**config.mk**
```make
export PLATFORM = sky130hd
export DESIGN_NAME = supmon_ctrl
export DESIGN_NICKNAME = d
export VERILOG_FILES = /design/src/rtl/supmon_pkg.sv /design/src/rtl/supmon_sync_edge.sv /design/src/rtl/supmon_boot.sv /design/src/rtl/supmon_seq.sv /design/src/rtl/supmon_ctrl.sv
export SDC_FILE = /design/constraint.sdc
export NUM_CORES = 1
export LEC_CHECK = 0
export BUFFER_PORTS_ARGS = -buffer_cell sky130_fd_sc_hd__buf_2
export CORE_MARGIN = 3
export CORE_UTILIZATION = 52
export CTS_CLUSTER_DIAMETER = 150
export DETAILED_ROUTE_END_ITERATION = 16
export PLACE_DENSITY = 0.86
export SYNTH_ARGS = -nofsm -noshare
export SYNTH_HDL_FRONTEND = slang
export SYNTH_SLANG_ARGS = --single-unit
```
**constraint.sdc**
```tcl
create_clock -name clk -period 4.19 [get_ports clk]
set_input_delay 0.838 -clock clk [delete_from_list [all_inputs] [get_ports clk]]
set_output_delay 0.838 -clock clk [all_outputs]
set_load 0.005 [all_outputs]
```
**src/rtl/supmon_pkg.sv**
```systemverilog
// Shared types and flag positions for the supply-monitor controller.
// Assumes nothing beyond IEEE 1800-2017 packages.
package supmon_pkg;

    typedef enum logic [1:0] {
        BT_IDLE     = 2'd0,
        BT_SELFTEST = 2'd1,
        BT_LOAD     = 2'd2,
        BT_READY    = 2'd3
    } boot_st_e;

    localparam int NUM_FLAGS = 3;
    localparam int FLAG_BIST = 0;
    localparam int FLAG_SEC  = 1;
    localparam int FLAG_DED  = 2;

    typedef struct packed {
        logic ded;
        logic sec;
        logic pass;
        logic ran;
    } test_info_t;

endpackage

```
**src/rtl/supmon_sync_edge.sv**
```systemverilog
// Multi-stage synchronizer followed by an edge detector.
// Assumes d_i is asynchronous to clk; rise/fall are single-cycle pulses
// derived from the synchronized level and its one-cycle-old copy.
module supmon_sync_edge #(
    parameter int STAGES = 2
) (
    input  logic clk,
    input  logic rst_n,
    input  logic d_i,
    output logic level_o,
    output logic rise_o,
    output logic fall_o
);
    localparam int TOP = STAGES - 1;

    logic [TOP:0] shreg;
    logic         prev;

    // Shift the asynchronous input through the synchronizer chain.
    always_ff @(posedge clk) begin
        if (!rst_n) begin
            shreg <= '0;
            prev  <= 1'b0;
        end else begin
            shreg <= {shreg[TOP-1:0], d_i};
            prev  <= shreg[TOP];
        end
    end

    // Derive level and edges from the synchronized stage.
    always_comb begin
        level_o = shreg[TOP];
        rise_o  = shreg[TOP] & ~prev;
        fall_o  = ~shreg[TOP] & prev;
    end

    a_r6_edges_exclusive : assert property (@(posedge clk) disable iff (!rst_n)
        !(rise_o && fall_o));

endmodule

```
**src/rtl/supmon_boot.sv**
```systemverilog
// Power-up sequencer: optional self-test, then configuration load.
// Assumes bist_done_i / cfg_done_i are single-cycle strobes given only
// while the matching request is asserted. Emits one-cycle flag set events.
module supmon_boot
    import supmon_pkg::*;
#(
    parameter int             CFG_W       = 16,
    parameter logic [CFG_W-1:0] CFG_DEFAULT = '0
) (
    input  logic                 clk,
    input  logic                 rst_n,
    input  logic                 run_bist_i,
    input  logic                 bist_done_i,
    input  logic                 bist_pass_i,
    input  logic                 cfg_done_i,
    input  logic                 cfg_sec_i,
    input  logic                 cfg_ded_i,
    input  logic [CFG_W-1:0]     cfg_data_i,
    output logic                 bist_start_o,
    output logic                 cfg_req_o,
    output logic                 host_en_o,
    output logic                 bist_cmpl_o,
    output test_info_t           info_o,
    output logic [CFG_W-1:0]     cfg_o,
    output logic [NUM_FLAGS-1:0] set_o
);
    boot_st_e   st, st_nxt;
    logic       bist_fin, load_fin;
    test_info_t info_q;
    logic       cmpl_q;
    logic [CFG_W-1:0] cfg_q;

    // Completion events of each boot step.
    always_comb begin
        bist_fin = (st == BT_SELFTEST) && bist_done_i;
        load_fin = (st == BT_LOAD) && cfg_done_i;
    end

    // Next-state selection of the boot sequence.
    always_comb begin
        st_nxt = st;
        unique case (st)
            BT_IDLE:     st_nxt = run_bist_i ? BT_SELFTEST : BT_LOAD;
            BT_SELFTEST: if (bist_fin) st_nxt = BT_LOAD;
            BT_LOAD:     if (load_fin) st_nxt = BT_READY;
            BT_READY:    st_nxt = BT_READY;
            default:     st_nxt = BT_IDLE;
        endcase
    end

    // State register plus captured test outcome and configuration.
    always_ff @(posedge clk) begin
        if (!rst_n) begin
            st     <= BT_IDLE;
            info_q <= '0;
            cmpl_q <= 1'b0;
            cfg_q  <= CFG_DEFAULT;
        end else begin
            st <= st_nxt;
            if (bist_fin) begin
                cmpl_q      <= 1'b1;
                info_q.ran  <= 1'b1;
                info_q.pass <= bist_pass_i;
            end
            if (load_fin) begin
                info_q.sec <= cfg_sec_i;
                info_q.ded <= cfg_ded_i;
                cfg_q      <= cfg_ded_i ? CFG_DEFAULT : cfg_data_i;
            end
        end
    end

    // Decode outputs and flag set events.
    always_comb begin
        bist_start_o        = (st == BT_SELFTEST);
        cfg_req_o           = (st == BT_LOAD);
        host_en_o           = (st == BT_READY);
        bist_cmpl_o         = cmpl_q;
        info_o              = info_q;
        cfg_o               = cfg_q;
        set_o               = '0;
        set_o[FLAG_BIST]    = bist_fin;
        set_o[FLAG_SEC]     = load_fin && cfg_sec_i;
        set_o[FLAG_DED]     = load_fin && cfg_ded_i;
    end

    a_r1_skip_selftest : assert property (@(posedge clk) disable iff (!rst_n)
        (st == BT_IDLE && !run_bist_i) |=> !bist_start_o);
    a_r2_enable_after_load : assert property (@(posedge clk) disable iff (!rst_n)
        $rose(host_en_o) |-> $past(cfg_done_i));
    a_r8_cmpl_sticky : assert property (@(posedge clk) disable iff (!rst_n)
        bist_cmpl_o |=> bist_cmpl_o);

endmodule

```
**src/rtl/supmon_seq.sv**
```systemverilog
// Sequence-timeout tracker and SLEEP event gate.
// Assumes en_i marks the enabled state; timeout value is held stable while
// the counter runs. Expiry persists until the next qualifying ACT rise.
module supmon_seq #(
    parameter int TMR_W = 16
) (
    input  logic             clk,
    input  logic             rst_n,
    input  logic             en_i,
    input  logic             act_level_i,
    input  logic             act_rise_i,
    input  logic             sleep_rise_i,
    input  logic             sleep_fall_i,
    input  logic [TMR_W-1:0] timeout_i,
    output logic             active_o,
    output logic             expired_o,
    output logic             entry_o,
    output logic             exit_o
);
    localparam logic [TMR_W-1:0] ONE = TMR_W'(1);

    logic [TMR_W-1:0] cnt;
    logic             running, expired;
    logic             window;

    // Load on ACT rise, count down, flag expiry.
    always_ff @(posedge clk) begin
        if (!rst_n) begin
            cnt     <= '0;
            running <= 1'b0;
            expired <= 1'b0;
        end else if (en_i && act_rise_i) begin
            cnt     <= timeout_i;
            running <= 1'b1;
            expired <= 1'b0;
        end else if (running) begin
            if (cnt <= ONE) begin
                running <= 1'b0;
                expired <= 1'b1;
            end else begin
                cnt <= cnt - ONE;
            end
        end
    end

    // Gate SLEEP edges by ACT level and expiry.
    always_comb begin
        window    = en_i && act_level_i && expired;
        entry_o   = window && sleep_fall_i;
        exit_o    = window && sleep_rise_i;
        active_o  = running;
        expired_o = expired;
    end

    a_r4_arm_on_rise : assert property (@(posedge clk) disable iff (!rst_n)
        (en_i && act_rise_i) |=> (active_o && !expired_o));
    a_r4_expiry_holds : assert property (@(posedge clk) disable iff (!rst_n)
        (expired_o && !act_rise_i) |=> expired_o);
    a_r6_entry_single : assert property (@(posedge clk) disable iff (!rst_n)
        entry_o |=> !entry_o);
    a_r5_one_event : assert property (@(posedge clk) disable iff (!rst_n)
        $onehot0({entry_o, exit_o}));

endmodule

```
**src/rtl/supmon_ctrl.sv**
```systemverilog
// Top of the supply-monitor control block: boot sequencer, input
// synchronizers, sequence tracker and sticky interrupt flags.
// Assumes synchronous active-low reset and single-cycle done strobes.
module supmon_ctrl
    import supmon_pkg::*;
#(
    parameter int               CFG_W       = 16,
    parameter logic [CFG_W-1:0] CFG_DEFAULT = 16'h00A5,
    parameter int               TMR_W       = 16,
    parameter int               SYNC_STAGES = 2
) (
    input  logic                 clk,
    input  logic                 rst_n,
    input  logic                 cfg_run_bist_i,
    output logic                 bist_start_o,
    input  logic                 bist_done_i,
    input  logic                 bist_pass_i,
    output logic                 cfg_req_o,
    input  logic                 cfg_done_i,
    input  logic                 cfg_sec_i,
    input  logic                 cfg_ded_i,
    input  logic [CFG_W-1:0]     cfg_data_i,
    output logic [CFG_W-1:0]     cfg_o,
    output logic [3:0]           test_info_o,
    output logic                 bist_done_o,
    output logic                 host_en_o,
    input  logic                 act_i,
    input  logic                 sleep_i,
    input  logic [TMR_W-1:0]     seq_timeout_i,
    output logic                 seq_active_o,
    output logic                 seq_expired_o,
    output logic                 sleep_entry_o,
    output logic                 sleep_exit_o,
    input  logic [NUM_FLAGS-1:0] irq_en_i,
    input  logic [NUM_FLAGS-1:0] flag_clr_i,
    output logic [NUM_FLAGS-1:0] flags_o,
    output logic                 irq_n_o
);
    logic [NUM_FLAGS-1:0] set_ev;
    logic [NUM_FLAGS-1:0] flags_q;
    test_info_t           info;
    logic act_lvl, act_rise, act_fall;
    logic slp_lvl, slp_rise, slp_fall;

    supmon_boot #(.CFG_W(CFG_W), .CFG_DEFAULT(CFG_DEFAULT)) u_boot (
        .clk(clk), .rst_n(rst_n), .run_bist_i(cfg_run_bist_i),
        .bist_done_i(bist_done_i), .bist_pass_i(bist_pass_i),
        .cfg_done_i(cfg_done_i), .cfg_sec_i(cfg_sec_i), .cfg_ded_i(cfg_ded_i),
        .cfg_data_i(cfg_data_i), .bist_start_o(bist_start_o),
        .cfg_req_o(cfg_req_o), .host_en_o(host_en_o),
        .bist_cmpl_o(bist_done_o), .info_o(info), .cfg_o(cfg_o),
        .set_o(set_ev)
    );

    supmon_sync_edge #(.STAGES(SYNC_STAGES)) u_act_sync (
        .clk(clk), .rst_n(rst_n), .d_i(act_i),
        .level_o(act_lvl), .rise_o(act_rise), .fall_o(act_fall)
    );

    supmon_sync_edge #(.STAGES(SYNC_STAGES)) u_slp_sync (
        .clk(clk), .rst_n(rst_n), .d_i(sleep_i),
        .level_o(slp_lvl), .rise_o(slp_rise), .fall_o(slp_fall)
    );

    supmon_seq #(.TMR_W(TMR_W)) u_seq (
        .clk(clk), .rst_n(rst_n), .en_i(host_en_o),
        .act_level_i(act_lvl), .act_rise_i(act_rise),
        .sleep_rise_i(slp_rise), .sleep_fall_i(slp_fall),
        .timeout_i(seq_timeout_i), .active_o(seq_active_o),
        .expired_o(seq_expired_o), .entry_o(sleep_entry_o),
        .exit_o(sleep_exit_o)
    );

    // One sticky write-1-to-clear flag per event; set wins over clear.
    for (genvar gi = 0; gi < NUM_FLAGS; gi++) begin : g_flag
        always_ff @(posedge clk) begin
            if (!rst_n)          flags_q[gi] <= 1'b0;
            else if (set_ev[gi]) flags_q[gi] <= 1'b1;
            else if (flag_clr_i[gi]) flags_q[gi] <= 1'b0;
        end

        a_r9_flag_sticky : assert property (@(posedge clk) disable iff (!rst_n)
            (flags_o[gi] && !flag_clr_i[gi]) |=> flags_o[gi]);
        a_r9_clear_takes : assert property (@(posedge clk) disable iff (!rst_n)
            (flag_clr_i[gi] && !set_ev[gi]) |=> !flags_o[gi]);
    end

    // Outputs: flags, test info, and the gated active-low interrupt.
    always_comb begin
        flags_o     = flags_q;
        test_info_o = info;
        irq_n_o     = ~(host_en_o && |(flags_q & irq_en_i));
    end

    a_r7_bist_sets_flag : assert property (@(posedge clk) disable iff (!rst_n)
        $rose(bist_done_o) |-> flags_o[FLAG_BIST]);
    a_r2_no_irq_in_boot : assert property (@(posedge clk) disable iff (!rst_n)
        (cfg_req_o || bist_start_o) |-> irq_n_o);

endmodule

```
# Word-level counts from Yosys, hierarchy flattened
# Index checks and enable logic that the tools add are counted.
[classes]
addsub = 1
order_cmp = 1
eq_ne = 6
mux = 17
n_bitwise = 9
n_reduce_logical = 20
[op_table]
columns = ["operator", "count"]
rows = [
  ["$mux 16", 4],
  ["$le 16x1->1 const B", 1],
  ["$sub 16x1->16 const B", 1],
  ["$logic_and 1x1->1", 10],
  ["$mux 1", 9],
  ["$pmux 2 s4", 1],
  ["$reduce_bool 2->1", 4],
  ["$mux 2", 3],
  ["$ne 2x1->1 const B", 3],
  ["$reduce_and 2->1", 3],
  ["$not 1->1", 5],
  ["$eq 2x2->1 const B", 2],
  ["$and 1x1->1", 3],
  ["$and 3x3->3", 1],
  ["$reduce_or 3->1", 1],
  ["$eq 2x1->1 const B", 1],
  ["$logic_not 2->1", 1],
  ["$reduce_or 2->1", 1],
]
[word_totals]
reg_bits = 49
in_bits = 48
out_inout_bits = 32
word_cells = 70

# Depth between registers and ports, before layout
[logic_depth]
word_depth = 5
mapped_depth = 7
depth_no_buf = 7

# Cells and area by module
# Synthesis repeated with hierarchy kept, for this count alone.
[unflattened]
cells_unflattened = 275
area_unflattened_um2 = 2416.1
[by_module_without_submodules]
columns = ["mod", "n_inst", "cells_per_inst", "area_per_inst_um2", "seq_area_each_um2"]
rows = [
  ["supmon_seq", 1, 144, 1102.3, 360.3],
  ["supmon_boot", 1, 104, 1013.5, 440.4],
  ["supmon_sync_edge", 2, 8, 91.3, 60.1],
  ["supmon_ctrl", 1, 11, 117.6, 60.1],
]

# Worst setup path before layout
# OpenSTA, ideal clock, no wires.
[synth_path]
kind = "input -> output"
start = "input irq_en_i[0]"
end = "output irq_n_o"
arrival_ns = 1.259
required_ns = 3.352
slack_ns = 2.093
stages = 2
path_buffers = 0
cell_sequence = "a222oi_1 -> nand2b_1"
[synth_via]
elab_chain_cells = 4
[synth_lines]
columns = ["element", "line_no", "text"]
rows = [
  ["from (decl)", "supmon_ctrl.sv:34", "input logic [NUM_FLAGS-1:0] irq_en_i,"],
  ["$and 3x3->3", "supmon_ctrl.sv:92", "irq_n_o = ~(host_en_o && |(flags_q & irq_en_i));"],
  ["$reduce_or 3->1", "supmon_ctrl.sv:92", ""],
  ["$logic_and 1x1->1", "supmon_ctrl.sv:92", ""],
  ["$not 1->1", "supmon_ctrl.sv:92", ""],
  ["to (decl)", "supmon_ctrl.sv:37", "output logic irq_n_o"],
]
# Every way passes these cells.

# Final worst setup path
# Ends and elaborated chain as after synthesis.

==> metrics.csv <==
metric,value,unit
cts_buffers,5,
hold_path_depth,1,
post_drt_wl_per_cell,13.5,um
clkLatencyLatePin,0.30,ns
cts.sinks,49,
cts_setup_buffers,0,
critical_path_arrival,1.46,ns
finalSetupViolations,0,
cts_max_level,2,
regToRegSetupSlack,2.09,ns
layoutNonFillerInstCount,374,
core_area,0.00380,mm2
status,"finished, final reports clean",
gp_congestion,0.816,
cp_slowest_cell,a222oi_1,
crit_path_frequent_cell,buf_2,
place_area,0.00254,mm2
die_y,70.1,um
drt-vias-per-instance,5.58,
holdPathEnd,u_slp_sync.shreg[1],
path_class,in2out,
nNetsFinal,375,
port_buffers,79,
design_area,0.00262,mm2
netlist_instances,252,
peakVddDrop,0.000235,V
hpwl,3.68,mm
seq_area_frac_synth,45.9,%
initial_utilization,56.3,%
slew_viol_final,0,
cts_buffer_depth,2,
tightest_slew,0.838,ns
hold_buffers,0,
layout_commonest_cell,buf_2,
antenna_found_initial,0,
max_slew_margin,43.7,%
grt_max_degree,30,
clockRootBuffer,clkbuf_8,
timing.final.crit_share,54.8,%
io_pins,80,
start_kind,input pin,
crit_chain,buf_2 > a222oi_1 > nand2b_1 > buf_2,
rows,22,
hold_viol_final,0,
yosys_register_bits,49,
vias,2088,
leakage,1.11,nW
crit_start,irq_en_i[0],
hold_path_class,reg2reg,
syn_avg_cell_area,8.48,um2
grt_pass1_vias,1945,
drive_gt1_share,28.5,%
track_usage,20.8,%
cts.repair.resized,0,
syn_to_final_growth,22.7,%
path_max_fanout,1,
multi_input_area,0.00109,mm2
power.total,0.847,mW
final_cell_mix,"buf_2, dfxtp_1, a21oi_1",
syn_nets,302,
cts_tree,built,
drt_first_iter_violations,183,
tns,0,ns
grt_pass1_wl,8.54,mm
drc,0,
max-cap-violations,0,
wl,5.06,mm
antennaDiodeCount,0,
min-delay-start,u_slp_sync.shreg[0],
period_minus_slack,2.30,ns
cp-end-kind,primary output,
numPlacedInstances,366,
syn_area,0.00214,mm2
grt-ovfl-total,0,
ant_nets,0,
synth_warnings,0,
reg2regPathDepth,5,
r2r_end,u_seq.cnt[1],
max_stage_delay,0.29,ns
die_w,70.1,um
clk_pin_slew_worst_paths,0.08,ns
regArea,981,um2
clock_skew,0.00487,ns
r2r_start,u_seq.cnt[8],
crit_required,3.35,ns
fill_cells,323,
dieArea,0.00491,mm2
synth_cell_type_count,41,
timing.fmax,436,MHz
fin_util,69.0,%
first_pass_iters,4,
p_per_area,323,mW/mm2
rsz0062_at_grt,no,
## synth_stat cells (all sizes together)
| library cell | count | area (um2) |
|---|---|---|
| mux2i | 1 | 10.0 |
| and3 | 1 | 6.26 |
| ha | 2 | 25.0 |
| o211ai | 3 | 22.5 |
| xor2 | 4 | 35.0 |
| or4b | 1 | 13.8 |
| and4b | 1 | 10.0 |
| nor2 | 11 | 41.3 |
| o31ai | 1 | 7.51 |
| nor3 | 11 | 55.1 |
| and2 | 9 | 56.3 |
| a211o | 2 | 17.5 |
| a31oi | 5 | 31.3 |
| nand4b | 2 | 17.5 |
| o21bai | 1 | 7.51 |
| inv | 3 | 11.3 |
| nor3b | 2 | 15.0 |
| a222oi | 1 | 10.0 |
| or3 | 3 | 18.8 |
| o21ba | 1 | 10.0 |
| nand2b | 4 | 25.0 |
| xnor2 | 2 | 17.5 |
| or2 | 2 | 12.5 |
| a21boi | 1 | 7.51 |
| nor2b | 2 | 12.5 |
| nand4 | 6 | 37.5 |
| o21ai | 21 | 109 |
| buf | 3 | 16.3 |
| dfxtp | 49 | 981 |
| nand3b | 12 | 90.1 |
| nand3 | 7 | 35.0 |
| nor4 | 2 | 27.5 |
| a21oi | 35 | 175 |
| clkbuf | 10 | 37.5 |
| nand2 | 29 | 109 |
| mux2 | 2 | 22.5 |
## worst max-delay path by stage
| stage | endpoint | slack [ns] | depth (start not counted) |
|---|---|---|---|
| after floorplan | irq_n_o | 2.09 | 2 |
| after global placement | irq_n_o | 1.90 | 4 |
| after detailed placement | irq_n_o | 1.90 | 4 |
| after CTS | irq_n_o | 1.89 | 4 |
| after global routing | sleep_exit_o | 1.79 | 4 |
| final | irq_n_o | 1.89 | 4 |
## registers in the layout, summed over array words and instances (netlist names)
register	flops
u_boot.cfg_o	16
u_seq.cnt	16
u_boot.info_o	4
flags_o	3
u_act_sync.shreg	2
u_boot.st	2
u_slp_sync.shreg	2
u_act_sync.prev	1
u_seq.active_o	1
u_seq.expired_o	1
u_slp_sync.prev	1
## metrics by stage
step                      hold slack (ns)  setup slack, ns
final                               0.441             1.89
after global routing                0.458             1.79
after CTS                           0.444             1.89
after detailed placement            0.425             1.90
after global placement              0.417             1.90
after floorplan                     0.412             2.09
## worst max-delay path: cells and delay by family
family                 cells  cell delay [ns]
AOI/OAI and AO/OA          1             0.29
buffers and inverters      2             0.19
and+or+nand+nor            1             0.13
## power breakdown
group          total [mW]  switching [mW]  internal (mW)
Combinational      0.0959          0.0527         0.0433
Sequential          0.489          0.0101          0.479
Clock               0.263           0.147          0.116
Total               0.847           0.209          0.638
## per-layer routing
layer / vias to the layer above / global-route usage (%) / share of wire [%]
met5: - / 0 / 0
met4: 0 / 7.66 / 1.8
met3: 10 / 4.89 / 5.7
met2: 78 / 33.5 / 48
met1: 957 / 26.9 / 44
li1: 1043 / - / -
## area by class of cell
class | instances | area share, %
clock inverter | 2 | 0.382
sequential | 49 | 37.4
timing repair buffer | 79 | 15.1
multi-input combinational | 187 | 41.6
tap | 48 | 2.29
clock buffer | 6 | 2.77
inverter | 3 | 0.430
## cell families (layout without fill, tap and decap cells)
family / Yosys count / in the layout / share of synthesized area (%)
muxes: 3 / 3 / 1.52
buffers and inverters: 16 / 90 / 3.04
xor gates and xnor gates: 6 / 6 / 2.46
DFF: 49 / 49 / 45.9
AOI/OAI and AO/OA: 71 / 71 / 18.6
adders and majority gates: 2 / 2 / 1.17
and+or+nand+nor: 105 / 105 / 27.3
No activity file was read; power rests on OpenSTA's default activity.
